[src/rtl/bsr_pkg.sv]
package bsr_pkg;
  typedef enum logic [2:0] {
    OP_NONE    = 3'd0,
    OP_BR_SET  = 3'd1,
    OP_BR_CLR  = 3'd2,
    OP_SKR_CLR = 3'd3,
    OP_SKR_SET = 3'd4,
    OP_SKI_CLR = 3'd5,
    OP_SKI_SET = 3'd6,
    OP_SK_EQ   = 3'd7
  } op_e;

  typedef enum logic [1:0] {
    ADV_SEQ   = 2'd0,
    ADV_BR    = 2'd1,
    ADV_SKIP1 = 2'd2,
    ADV_SKIP2 = 2'd3
  } adv_e;

  localparam int unsigned FLAG_C = 0;
  localparam int unsigned FLAG_Z = 1;
  localparam int unsigned FLAG_N = 2;
  localparam int unsigned FLAG_V = 3;
  localparam int unsigned FLAG_S = 4;
  localparam int unsigned FLAG_I = 7;
endpackage

[src/rtl/bsr_flag_sel.sv]
module bsr_flag_sel #(
  parameter int unsigned SR_W  = 8,
  parameter int unsigned SEL_W = $clog2(SR_W)
) (
  input  logic [SR_W-1:0]  status_i,
  input  logic [SEL_W-1:0] sel_i,
  output logic             flag_o
);
  import bsr_pkg::*;

  logic [SR_W-1:0] eff;

  // sign slot evaluated live from N and V
  generate
    for (genvar b = 0; b < SR_W; b++) begin : g_eff
      if (b == FLAG_S) begin : g_sign
        assign eff[b] = status_i[FLAG_N] ^ status_i[FLAG_V];
      end else begin : g_raw
        assign eff[b] = status_i[b];
      end
    end
  endgenerate

  assign flag_o = eff[sel_i];
endmodule

[src/rtl/bsr_skip_test.sv]
module bsr_skip_test #(
  parameter int unsigned DATA_W = 8,
  parameter int unsigned SEL_W  = $clog2(DATA_W)
) (
  input  bsr_pkg::op_e      op_i,
  input  logic [SEL_W-1:0]  sel_i,
  input  logic [DATA_W-1:0] reg_val_i,
  input  logic [DATA_W-1:0] io_val_i,
  input  logic              eq_i,
  output logic              skip_o
);
  import bsr_pkg::*;

  logic reg_bit, io_bit;

  assign reg_bit = reg_val_i[sel_i];
  assign io_bit  = io_val_i[sel_i];

  always_comb begin
    unique case (op_i)
      OP_SKR_CLR: skip_o = ~reg_bit;
      OP_SKR_SET: skip_o = reg_bit;
      OP_SKI_CLR: skip_o = ~io_bit;
      OP_SKI_SET: skip_o = io_bit;
      OP_SK_EQ:   skip_o = eq_i;
      default:    skip_o = 1'b0;
    endcase
  end
endmodule

[src/rtl/bsr_pc_next.sv]
module bsr_pc_next #(
  parameter int unsigned PC_W  = 10,
  parameter int unsigned OFS_W = 7
) (
  input  logic [PC_W-1:0]  pc_i,
  input  logic [OFS_W-1:0] offset_i,
  input  bsr_pkg::adv_e    adv_i,
  output logic [PC_W-1:0]  next_pc_o
);
  import bsr_pkg::*;

  localparam int unsigned EXT_W = PC_W - OFS_W;

  logic [PC_W-1:0] ofs_ext;
  logic [PC_W-1:0] step;

  assign ofs_ext = {{EXT_W{offset_i[OFS_W-1]}}, offset_i};

  always_comb begin
    unique case (adv_i)
      ADV_BR:    step = ofs_ext + PC_W'(1);
      ADV_SKIP1: step = PC_W'(2);
      ADV_SKIP2: step = PC_W'(3);
      default:   step = PC_W'(1);
    endcase
  end

  assign next_pc_o = pc_i + step;
endmodule

[src/rtl/bsr_resolver.sv]
module bsr_resolver #(
  parameter int unsigned PC_W   = 10,
  parameter int unsigned OFS_W  = 7,
  parameter int unsigned DATA_W = 8,
  parameter int unsigned STL_W  = 2
) (
  input  logic              clk_i,
  input  logic              rst_ni,
  input  logic [PC_W-1:0]   pc_i,
  input  logic [DATA_W-1:0] status_i,
  input  logic [2:0]        op_i,
  input  logic [2:0]        sel_i,
  input  logic [OFS_W-1:0]  offset_i,
  input  logic [DATA_W-1:0] reg_val_i,
  input  logic [DATA_W-1:0] io_val_i,
  input  logic              eq_i,
  input  logic              two_word_i,
  output logic [PC_W-1:0]   next_pc_o,
  output logic              taken_o,
  output logic [STL_W-1:0]  stall_o
);
  import bsr_pkg::*;

  op_e             op;
  logic            flag, skip, is_br, is_skip, br_taken, hit;
  adv_e            adv;
  logic [PC_W-1:0] pc_nx;
  logic [STL_W-1:0] stl_nx;
  logic            primed_q;

  assign op      = op_e'(op_i);
  assign is_br   = (op == OP_BR_SET) || (op == OP_BR_CLR);
  assign is_skip = (op_i >= 3'd3);

  bsr_flag_sel #(.SR_W(DATA_W)) i_flag (
    .status_i (status_i),
    .sel_i    (sel_i),
    .flag_o   (flag)
  );

  bsr_skip_test #(.DATA_W(DATA_W)) i_skip (
    .op_i      (op),
    .sel_i     (sel_i),
    .reg_val_i (reg_val_i),
    .io_val_i  (io_val_i),
    .eq_i      (eq_i),
    .skip_o    (skip)
  );

  assign br_taken = is_br && (flag ^ (op == OP_BR_CLR));
  assign hit      = br_taken || (is_skip && skip);

  always_comb begin
    if (br_taken)              adv = ADV_BR;
    else if (is_skip && skip)  adv = two_word_i ? ADV_SKIP2 : ADV_SKIP1;
    else                       adv = ADV_SEQ;
  end

  bsr_pc_next #(.PC_W(PC_W), .OFS_W(OFS_W)) i_pc (
    .pc_i      (pc_i),
    .offset_i  (offset_i),
    .adv_i     (adv),
    .next_pc_o (pc_nx)
  );

  always_comb begin
    unique case (adv)
      ADV_SKIP2:        stl_nx = STL_W'(2);
      ADV_BR, ADV_SKIP1: stl_nx = STL_W'(1);
      default:          stl_nx = '0;
    endcase
  end

  always_ff @(posedge clk_i or negedge rst_ni) begin
    if (!rst_ni) begin
      next_pc_o <= '0;
      taken_o   <= 1'b0;
      stall_o   <= '0;
      primed_q  <= 1'b0;
    end else begin
      next_pc_o <= pc_nx;
      taken_o   <= hit;
      stall_o   <= stl_nx;
      primed_q  <= 1'b1;
    end
  end

  p_idle_r1: assert property (@(posedge clk_i) disable iff (!rst_ni)
    primed_q && $past(op_i) == 3'd0 |->
      !taken_o && stall_o == '0 && next_pc_o == PC_W'($past(pc_i) + 1));

  p_not_taken_r6: assert property (@(posedge clk_i) disable iff (!rst_ni)
    primed_q && !taken_o |->
      stall_o == '0 && next_pc_o == PC_W'($past(pc_i) + 1));

  p_branch_stall_r2: assert property (@(posedge clk_i) disable iff (!rst_ni)
    primed_q && taken_o && ($past(op_i) == 3'd1 || $past(op_i) == 3'd2) |->
      stall_o == STL_W'(1));

  p_sign_flag_r4: assert property (@(posedge clk_i) disable iff (!rst_ni)
    primed_q && $past(op_i) == 3'd1 && $past(sel_i) == 3'd4 |->
      taken_o == ($past(status_i[FLAG_N]) ^ $past(status_i[FLAG_V])));

  p_skip_eq_r9: assert property (@(posedge clk_i) disable iff (!rst_ni)
    primed_q && $past(op_i) == 3'd7 |-> taken_o == $past(eq_i));

  p_skip_len_r10: assert property (@(posedge clk_i) disable iff (!rst_ni)
    primed_q && taken_o && $past(op_i) >= 3'd3 |->
      next_pc_o == PC_W'($past(pc_i) + 2 + $past(two_word_i)) &&
      stall_o == STL_W'(1 + $past(two_word_i)));
endmodule

[config.mk]
export PLATFORM = sky130hd
export DESIGN_NAME = bsr_resolver
export DESIGN_NICKNAME = d
export VERILOG_FILES = /design/src/rtl/bsr_pkg.sv /design/src/rtl/bsr_flag_sel.sv /design/src/rtl/bsr_skip_test.sv /design/src/rtl/bsr_pc_next.sv /design/src/rtl/bsr_resolver.sv
export SDC_FILE = /design/constraint.sdc
export NUM_CORES = 1
export LEC_CHECK = 0
export BUFFER_PORTS_ARGS = -buffer_cell sky130_fd_sc_hd__clkbuf_2
export CAP_MARGIN = 10
export CORE_UTILIZATION = 45
export CTS_BUF_LIST = sky130_fd_sc_hd__clkbuf_16
export DETAILED_ROUTE_END_ITERATION = 7
export PLACE_DENSITY = 0.78
export RECOVER_POWER = 100
export SLEW_MARGIN = 30
export SYNTH_ARGS = -nofsm -noshare
export SYNTH_HDL_FRONTEND = slang
export SYNTH_HIERARCHICAL = 1
export SYNTH_SLANG_ARGS = --single-unit
[constraint.sdc]
create_clock -name clk_i -period 0.8 [get_ports clk_i]
set_input_delay 0.08 -clock clk_i [delete_from_list [all_inputs] [get_ports clk_i]]
set_output_delay 0.08 -clock clk_i [all_outputs]
set_load 0.03 [all_outputs]
==> flow_summary.toml <==
[synth]
synthArstFlopShare_pct = 100.0
yosysUniqueCellTypes = 38
yosys-top-cells-area = "dfrtp_1 (27%), ha_1 (11%), mux4_1 (8.7%), xnor2_1 (4.4%), xor2_1 (4.4%)"
ys.flop_type = "dfrtp_1"
ys_seq_area_share_pct = 26.97
avgSynthCellArea_um2 = 9.968
yosysTopAreaCell = "dfrtp_1"
synth_most_common_cell = "dfrtp_1"
syn_inst = 121
synth_warnings = 6
synth_nets = 184
synth_edf_count = 0
synth_area_um2 = 1206
ys_top_cells_by_count = "dfrtp_1 (13), ha_1 (11), a21oi_1 (8), inv_1 (8), nor2_1 (8)"
synth_top_area_share_pct = 26.97
synth-seq-cells = 13

[grt]
antenna_found_initial = 0
overflow = 0
grt_use_total_pct = 26.47
first_global_vias = 1345
grt_max_degree = 14
grt_first_pass_wirelength_um = 5457

[final_layout]
fill_cells = 112
n_antenna_cell = 0
synthToLayoutAreaGrowth_pct = 85.58
drive_gt1_share_pct = 62.05
finalNetCount = 288
final_cell_count_no_fill = 254
final_core_util_pct = 89.54

[routing]
dr.pass1.iters = 4
vias = 1418
vias_per_cell = 5.583
antenna_left = 0
wire_per_inst_um = 16.19
drcViolationCount = 0
drtIter0Drc = 38
wl_um = 4112

[floorplanning]
dieArea_um2 = 2891
pin_count = 64
die_h_um = 53.77
start_util_pct = 48.25
core-area_um2 = 2500
num_rows = 18
die-width_um = 53.77

[critical_path]
cp_num_buf_inv = 3
crit_cells = 15
crit_path_top_delay_cell = "mux4_2"
end_kind = "register"
worstPathMaxFanout = 7
cp_data_arrival_time_ns = 3.00
critPathLaunchType = "primary input"
critPathTopFamily = "compound AO/OA/AOI/OAI gates"
path_class = "primary input to register"
max_stage_delay_ns = 0.50
crit_path_cell_trace = "clkbuf_16 > mux4_2 > mux2i_2 > o2111ai_1 > o311ai_4 > nand2_1 > a22oi_2 > buf_4 > a21o_1 > ha_4 > a21oi_2 > buf_4 > o2111ai_4 > a31oi_2 > xor2_1"
cp.required_ns = 0.94
cpMostUsedCell = "buf_4"

[min_path]
hold_depth = 2
min_to = "next_pc_o[0]$_DFF_PN0_"
hold_class = "primary input to register"
min-delay-start = "pc_i[0]"

[power]
peakVddDrop_v = 0.002351
powerDensity_nw_per_um2 = 1819
p_leak_nw = 1.088
finalPower_mw = 4.072

[clock_network]
cts.sink_count = 13
cts-buffers-inserted = 3
cts-root-buf = "clkbuf_16"
cts_tree = "done"
htreeDepth = 1
ctsLongestPathBuffers = 2
clk_pin_slew_ns = 0.04

[place]
portBuffers = 62
place_congestion = 0.9174
dp_hpwl_um = 2699
dp_cells = 241

[outcome]
outcome = "finished, violations left"
violations = "negative setup slack"

[timing]
rsz0062_at_grt = "true"
tightest_slew_ns = 0.3353
slew_headroom_pct = 77.64
slew_violations = 0
finalSetupViolations = 26
period_share_pct = 357.6
setup_ws_ns = -2.061
maxClockFrequency_mhz = 349.6
finalCriticalPeriod_ns = 2.861
setup_tns_ns = -21.42
finalHoldViolCount = 0

[job]
drv_cap = 0
[cells by family (layout without fill, tap and decap cells)]
| group | count (synthesis) | after routing | share of synthesized area [%] |
|---|---|---|---|
| AND/OR/NAND/NOR | 35 | 35 | 15.04 |
| AO/OA/AOI/OAI | 30 | 30 | 17.53 |
| XOR/XNOR | 13 | 13 | 10.06 |
| flip-flops | 13 | 13 | 26.97 |
| adder cells (fa/ha/maj) | 12 | 12 | 13.07 |
| multiplexers | 10 | 10 | 14.83 |
| buffers and inverters | 8 | 111 | 2.490 |
[per-stage QoR]
| step | setup slack [ns] | instance area (um2) | hold slack, ns |
|---|---|---|---|
| global placement | -2.186 | 1765 | -0.02199 |
| detailed placement | -2.263 | 1765 | -0.01556 |
| CTS | -1.899 | 2087 | 0.1088 |
| floorplan | -1.863 | 1207 | -0.2156 |
| finish | -2.061 | 2238 | 0.1155 |
| global route | -2.182 | 2238 | 0.1148 |
[metal layers]
metal | global-route usage (%) | vias to the layer above | wire length, um
met5 | 0 | - | 0
met1 | 28.28 | 672 | 1656
met4 | 16.67 | 0 | 97
met2 | 48.15 | 76 | 2157
met3 | 3.672 | 11 | 201
li1 | - | 659 | -
[final cells by class]
class	count	area (um2)	area share [%]
clock inverters	1	3.754	0.1677
clock buffers	3	75.07	3.354
well taps	30	37.54	1.677
flip-flops and latches	13	325.3	14.53
repair buffers	99	748.2	33.43
multi-input cells	100	1018	45.50
inverters	8	30.03	1.342
[state kept, by name (all words and copies together), names as in the netlist]
register	count
taken_o	1
next_pc_o	10
stall_o	2
[power breakdown]
part	total, mW	internal [mW]	switching, mW
clock network	0.936	0.659	0.276
logic	2.21	1.16	1.04
registers	0.928	0.817	0.111
total	4.07	2.64	1.43
[how the worst max path moves through the flow]
stage                   from                endpoint  slack [ns]
finish              sel_i[0]  next_pc_o[9]$_DFF_PN0_       -2.06
floorplan           sel_i[0]  next_pc_o[6]$_DFF_PN0_       -1.86
detailed placement  sel_i[0]  next_pc_o[9]$_DFF_PN0_       -2.26
global placement    sel_i[0]  next_pc_o[9]$_DFF_PN0_       -2.19
global route        sel_i[0]  next_pc_o[9]$_DFF_PN0_       -2.18
CTS                 sel_i[0]  next_pc_o[6]$_DFF_PN0_       -1.90
[cells in the final DEF, fill, tap and decap left out, types with 3 or more instances in the layout]
cell       Yosys  final
a21oi_1        8      4
a21oi_2        0      4
buf_4          0     34
buf_8          0     13
clkbuf_16      0      4
clkbuf_2       0     48
dfrtp_1       13     13
ha_1          11      6
ha_4           0      4
inv_1          8      9
mux4_2         1      5
nand2_1        5      4
nand3_1        5      3
nor2_1         8      4
nor2_2         0      4
o21ai_0        4      3
xnor2_1        6      5
xor2_1         6      6
[what timing repair did]
action | in CTS | in global routing
pin swaps | 7 | 17
hold buffers | 1 | 0
setup buffers | 3 | 5
endpoints found under the setup margin | 26 | 26
gates resized for setup | 44 | 31
endpoints found under the hold margin | 13 | 0
No activity file was read; power rests on OpenSTA's default activity.
